$ cat src/rtl/irqmir_pkg.sv
package irqmir_pkg;

  localparam int NCH      = 2;
  localparam int MODE_OFS = 'h71;

  // Offset of the legacy status byte of a channel
  function automatic int leg_ofs(input int ch);
    return (ch == 0) ? 'h50 : 'h57;
  endfunction

  // Pending bit inside the legacy status byte
  function automatic int leg_bit(input int ch);
    return (ch == 0) ? 2 : 4;
  endfunction

  // Pending and block bits inside the shared mode byte
  function automatic int mode_pend_bit(input int ch);
    return 2 + ch;
  endfunction

  function automatic int mode_blk_bit(input int ch);
    return 4 + ch;
  endfunction

endpackage

$ cat src/rtl/irqmir_cfg_dec.sv
module irqmir_cfg_dec
  import irqmir_pkg::*;
#(
  parameter int AW = 8,
  parameter int DW = 32
) (
  input  logic              wr_en,
  input  logic [AW-1:0]     wr_addr,
  input  logic [DW/8-1:0]   wr_be,
  input  logic [DW-1:0]     wr_data,
  output logic [NCH-1:0]    leg_hit,
  output logic [NCH-1:0]    leg_clr,
  output logic              mode_hit,
  output logic [NCH-1:0]    mode_clr
);

  localparam int BYTES = DW / 8;
  localparam int LW    = $clog2(BYTES);

  logic [AW-1:0] base;
  logic [AW-1:0] ba;
  logic [7:0]    bd;

  assign base = {wr_addr[AW-1:LW], {LW{1'b0}}};

  // Each enabled lane is one byte write; the lane's rules apply to its byte.
  always_comb begin
    leg_hit  = '0;
    leg_clr  = '0;
    mode_hit = 1'b0;
    mode_clr = '0;
    ba       = base;
    bd       = '0;
    for (int l = 0; l < BYTES; l++) begin
      ba = base | AW'(l);
      bd = wr_data[8*l +: 8];
      if (wr_en && wr_be[l]) begin
        for (int ch = 0; ch < NCH; ch++) begin
          if (ba == AW'(leg_ofs(ch))) begin
            leg_hit[ch] = 1'b1;
            leg_clr[ch] = bd[leg_bit(ch)];
          end
        end
        if (ba == AW'(MODE_OFS)) begin
          mode_hit = 1'b1;
          for (int ch = 0; ch < NCH; ch++) begin
            mode_clr[ch] = bd[mode_pend_bit(ch)];
          end
        end
      end
    end
  end

endmodule

$ cat src/rtl/irqmir_chan.sv
module irqmir_chan (
  input  logic clk,
  input  logic rst_n,
  input  logic drv_lvl,
  input  logic leg_hit,
  input  logic leg_clr,
  input  logic mode_hit,
  input  logic mode_clr,
  output logic leg_o,
  output logic pend_o,
  output logic pend_nxt_o
);

  logic drv_q;
  logic leg_q, leg_n;
  logic mode_q, mode_n;
  logic evt;
  logic upd_en;

  assign evt    = drv_lvl ^ drv_q;
  assign upd_en = leg_hit | mode_hit | evt;

  // Order inside one cycle: legacy byte, then mode byte, then drive event.
  always_comb begin
    leg_n  = leg_q;
    mode_n = mode_q;
    if (leg_hit) begin
      leg_n  = leg_n & ~leg_clr;
      mode_n = leg_n;
    end
    if (mode_hit) begin
      mode_n = mode_n & ~mode_clr;
      leg_n  = mode_n;
    end
    if (evt) begin
      mode_n = drv_lvl;
      leg_n  = drv_lvl;
    end
  end

  always_ff @(posedge clk or negedge rst_n) begin
    if (!rst_n) begin
      drv_q  <= 1'b0;
      leg_q  <= 1'b0;
      mode_q <= 1'b0;
    end else begin
      if (evt) begin
        drv_q <= drv_lvl;
      end
      if (upd_en) begin
        leg_q  <= leg_n;
        mode_q <= mode_n;
      end
    end
  end

  assign leg_o      = leg_q;
  assign pend_o     = mode_q;
  assign pend_nxt_o = mode_n;

endmodule

$ cat src/rtl/irqmir_combine.sv
module irqmir_combine #(
  parameter int NCH = 2
) (
  input  logic           clk,
  input  logic           rst_n,
  input  logic [NCH-1:0] pend_nxt,
  input  logic           mask_we,
  input  logic [NCH-1:0] mask_d,
  output logic [NCH-1:0] blk_o,
  output logic           irq_o
);

  logic [NCH-1:0] blk_q, blk_n;
  logic           irq_q, irq_n;

  always_comb begin
    blk_n = mask_we ? mask_d : blk_q;
    irq_n = |(pend_nxt & ~blk_n);
  end

  always_ff @(posedge clk or negedge rst_n) begin
    if (!rst_n) begin
      blk_q <= '0;
      irq_q <= 1'b0;
    end else begin
      if (mask_we) begin
        blk_q <= blk_n;
      end
      irq_q <= irq_n;
    end
  end

  assign blk_o = blk_q;
  assign irq_o = irq_q;

endmodule

$ cat src/rtl/irqmir_top.sv
module irqmir_top
  import irqmir_pkg::*;
#(
  parameter int AW = 8,
  parameter int DW = 32
) (
  input  logic              clk,
  input  logic              rst_n,
  input  logic [NCH-1:0]    drv_irq,
  input  logic              cfg_wr_en,
  input  logic [AW-1:0]     cfg_wr_addr,
  input  logic [DW/8-1:0]   cfg_wr_be,
  input  logic [DW-1:0]     cfg_wr_data,
  input  logic [AW-1:0]     cfg_rd_addr,
  output logic [DW-1:0]     cfg_rd_data,
  input  logic              mask_wr_en,
  input  logic [NCH-1:0]    mask_wr_data,
  output logic              irq_o
);

  localparam int BYTES = DW / 8;
  localparam int LW    = $clog2(BYTES);

  logic [NCH-1:0] leg_hit, leg_clr, mode_clr;
  logic           mode_hit;
  logic [NCH-1:0] leg_v, pend_v, pend_nxt, blk_v;

  irqmir_cfg_dec #(.AW(AW), .DW(DW)) u_dec (
    .wr_en    (cfg_wr_en),
    .wr_addr  (cfg_wr_addr),
    .wr_be    (cfg_wr_be),
    .wr_data  (cfg_wr_data),
    .leg_hit  (leg_hit),
    .leg_clr  (leg_clr),
    .mode_hit (mode_hit),
    .mode_clr (mode_clr)
  );

  for (genvar ch = 0; ch < NCH; ch++) begin : g_ch
    irqmir_chan u_chan (
      .clk        (clk),
      .rst_n      (rst_n),
      .drv_lvl    (drv_irq[ch]),
      .leg_hit    (leg_hit[ch]),
      .leg_clr    (leg_clr[ch]),
      .mode_hit   (mode_hit),
      .mode_clr   (mode_clr[ch]),
      .leg_o      (leg_v[ch]),
      .pend_o     (pend_v[ch]),
      .pend_nxt_o (pend_nxt[ch])
    );
  end

  irqmir_combine #(.NCH(NCH)) u_comb (
    .clk      (clk),
    .rst_n    (rst_n),
    .pend_nxt (pend_nxt),
    .mask_we  (mask_wr_en),
    .mask_d   (mask_wr_data),
    .blk_o    (blk_v),
    .irq_o    (irq_o)
  );

  logic [AW-1:0] rbase;
  logic [AW-1:0] rba;

  assign rbase = {cfg_rd_addr[AW-1:LW], {LW{1'b0}}};

  always_comb begin
    cfg_rd_data = '0;
    rba         = rbase;
    for (int l = 0; l < BYTES; l++) begin
      rba = rbase | AW'(l);
      for (int ch = 0; ch < NCH; ch++) begin
        if (rba == AW'(leg_ofs(ch))) begin
          cfg_rd_data[8*l + leg_bit(ch)] = leg_v[ch];
        end
        if (rba == AW'(MODE_OFS)) begin
          cfg_rd_data[8*l + mode_pend_bit(ch)] = pend_v[ch];
          cfg_rd_data[8*l + mode_blk_bit(ch)]  = blk_v[ch];
        end
      end
    end
  end

endmodule

$ cat config.mk
export PLATFORM = sky130hd
export DESIGN_NAME = irqmir_top
export DESIGN_NICKNAME = d
export VERILOG_FILES = /design/src/rtl/irqmir_pkg.sv /design/src/rtl/irqmir_cfg_dec.sv /design/src/rtl/irqmir_chan.sv /design/src/rtl/irqmir_combine.sv /design/src/rtl/irqmir_top.sv
export SDC_FILE = /design/constraint.sdc
export NUM_CORES = 1
export LEC_CHECK = 0
export ABC_AREA = 0
export BUFFER_PORTS_ARGS = -buffer_cell sky130_fd_sc_hd__buf_2
export CAP_MARGIN = 20
export CELL_PAD_IN_SITES_DETAIL_PLACEMENT = 1
export CELL_PAD_IN_SITES_GLOBAL_PLACEMENT = 1
export CORE_MARGIN = 3
export CORE_UTILIZATION = 20
export CTS_CLUSTER_DIAMETER = 80
export DETAILED_ROUTE_END_ITERATION = 16
export GPL_ROUTABILITY_DRIVEN = 1
export PLACE_DENSITY = 0.78
export SYNTH_ARGS = -nofsm -noshare
export SYNTH_HDL_FRONTEND = slang
export SYNTH_SLANG_ARGS = --single-unit
$ cat constraint.sdc
create_clock -name clk -period 1.1 [get_ports clk]
set_input_delay 0.11 -clock clk [delete_from_list [all_inputs] [get_ports clk]]
set_output_delay 0.11 -clock clk [all_outputs]
set_load 0.05 [all_outputs]
==> impl_metrics.toml <==
[outcome]
outcome = "finished, violations left"
violations = "setup timing"

[detailed_routing]
routedWlPerCell_um = 15.13
via_per_inst = 4.412
drt-pass1-iter-count = 4
drc = 0
drt_iter0_drc = 77
routed_wl_mm = 3.086
num_vias = 900
ant_nets = 0

[worst_hold_path]
hold_depth = 1
hold_path_startpoint = "drv_irq[0]"
hold-path-endpoint = "g_ch[0].u_chan.drv_q$_DFFE_PN0P_"
hold_class = "input port to register"

[power_and_ir_drop]
p_leak_uw = 0.0006674
power_density_nw_per_um2 = 970.2
irDropWorstVdd_uv = 282.7

[clock_tree]
cts_buffer_depth = 2
cts_tree = "done"
clkSlewWorstSetupHoldPaths_ns = 0.05
cts_buffers = 3
clock_insertion_delay_worst_skew_ns = 0.24
cts_root_buffer = "clkbuf_8"
numClockSinks = 9
cts.htree.levels = 1

[synthesis]
yosys_warnings = 0
synth_cell_types = 42
synth_top_area_share_pct = 25.53
synth-edff-count = 0
ys_seq_area_share_pct = 25.53
synthCells = 103
ys_seq_elements = 9
synth_area_leaders = "dfrtp_1 26%, buf_4 22%, nand2_1 3.0%"
post-synth-top-area-cell = "dfrtp_1"
syn_area_per_cell_um2 = 8.564
syn-cell-area_um2 = 882.1
synth_flop_cell = "dfrtp_1"
synth_most_common_cell = "buf_4"
yosys-top-cells-count = "26 x buf_4, 9 x dfrtp_1, 7 x nand2_1"
synthArstFlopShare_pct = 100.0

[setup_path]
crit_family = "compound AO/OA/AOI/OAI gates"
worstPathRequired_ns = 1.21
ff2ff_path_depth = 4
crit_fanout = 3
r2r_slack_ns = -0.12
r2r-end = "u_comb.irq_o$_DFF_PN0_"
cp_num_buf_inv = 0
cp-startpoint = "g_ch[0].u_chan.leg_o$_DFFE_PN0P_"
startpoint_type = "register"
critPathSlowestCell = "dfrtp_1"
r2r-start = "g_ch[0].u_chan.leg_o$_DFFE_PN0P_"
end_kind = "register"
slowest_delay_ns = 0.37
arrival_ns = 1.33
crit_type = "register to register"
cp_cell_sequence = "nor2b_4 -> o211a_1 -> a211oi_4 -> o32ai_1"

[finish]
layout-drive-gt1-share_pct = 53.90
fill_cells = 491
num_antenna_cells = 0
synthToLayoutAreaGrowth_pct = 61.13
layout.nets = 215

[flow_run]
cap_violations = 0

[sta]
slew_viol_final = 0
fin_worst_skew_ns = 0.001485
hold_violations = 0
setup_tns_ns = -0.6938
timing.fmax_mhz = 818.6
setup_viol = 11
min_period_ns = 1.222
whs_ns = 0.05011
setup_ws_ns = -0.1215
timing.final.crit_share_pct = 111.0
grt_setup_unrepaired = "yes"

[global_route]
grt_pass1_wl_mm = 4.505
grt_max_degree = 10
grt_pass1_vias = 930
antenna_found_initial = 0
track_usage_pct = 11.23
overflow = 0

[placement]
place_ws_ns = -0.3466
port_buffers = 33
hpwl_mm = 2.181
gp_congestion = 0.8854

[die]
io-pin-count = 93
die_area_um2 = 5243
num_rows = 23
start_util_pct = 21.44
coreArea_um2 = 4115
fp.dieH_um = 72.41
die_w_um = 72.41
## routing by layer
| metal | part of all wire [%] | wire (um) | track usage (%) |
|---|---|---|---|
| met5 | 0 | 0 | 0 |
| met4 | 4.4 | 136 | 7.582 |
| met3 | 8.3 | 257 | 3.601 |
| met2 | 55 | 1693 | 20.12 |
| met1 | 32 | 999 | 10.90 |
## repair_timing
| item | CTS | global route |
|---|---|---|
| gates resized for setup | 32 | 13 |
| pin swaps | 13 | 4 |
| endpoints found under the hold margin | 9 | 0 |
| endpoints found under the setup margin | 11 | 11 |
| gates cloned | 0 | 0 |
| hold buffers | 1 | 0 |
| buffers inserted | 1 | 1 |
## worst max path at each step
stage	endpoint	cells after the start
6_report	u_comb.irq_o$_DFF_PN0_	4
5_1_grt	u_comb.irq_o$_DFF_PN0_	4
4_1_cts	u_comb.irq_o$_DFF_PN0_	4
3_5_place_dp	g_ch[1].u_chan.leg_o$_DFFE_PN0P_	6
3_3_place_gp	g_ch[1].u_chan.leg_o$_DFFE_PN0P_	6
2_1_floorplan	u_comb.irq_o$_DFF_PN0_	5
## layout by cell type (no fill, tap or decap), drive strengths merged, types with 2 or more instances in the layout
master	Yosys	routed
dfrtp	9	9
clkbuf	3	4
buf	28	52
a211oi	2	2
and2	4	4
a21oi	4	4
nand2	7	7
inv	3	3
conb	1	26
nor4	3	3
nor2b	3	3
mux2	2	2
o32ai	2	2
nand2b	3	3
o21ai	2	2
nor3	2	2
o22ai	2	2
nand4bb	2	2
nor2	3	3
## flip-flops by register name (all words and copies together) (netlist names)
register            cells
g_ch.u_chan.pend_o      2
g_ch.u_chan.drv_q       2
u_comb.irq_o            1
u_comb.blk_o            2
g_ch.u_chan.leg_o       2
## where the power goes
| part | leakage, uW | switching [uW] | total [uW] | internal, uW |
|---|---|---|---|---|
| clock | 0.0000228 | 150 | 404 | 254 |
| sequential | 0.000103 | 22.2 | 388 | 366 |
| combinational | 0.000541 | 393 | 587 | 194 |
## kinds of logic after synthesis
logic type | after synthesis | share of synthesized area (%)
compound gates | 19 | 15.18
mux | 2 | 2.553
other cells | 1 | 0.4251
buf+inv | 34 | 26.67
flops | 9 | 25.53
simple gates | 37 | 28.65
xor+xnor | 1 | 0.9931
## final cells by class
type                    count  area (um2)  area share (%)
multi-input cells          85       674.4           47.45
repair buffers             53       402.9           28.35
flip-flops and latches      9       225.2           15.85
well taps                  50       62.56           4.401
clock buffers               4       45.04           3.169
inverters                   3       11.26          0.7923
## per-stage QoR
step / instance area [um2] / std cells / utilization [%] / total power (uW)
CTS: 1351 / 203 / 32.84 / 1325
finish: 1421 / 204 / 34.54 / 1379
global route: 1421 / 204 / 34.54 / 1441
global placement: 1147 / 197 / 27.88 / 862.1
floorplan: 1016 / 128 / - / 800.3
detailed placement: 1147 / 197 / 27.88 / 872.3
Note: power is estimated with default switching activity, not from simulation.
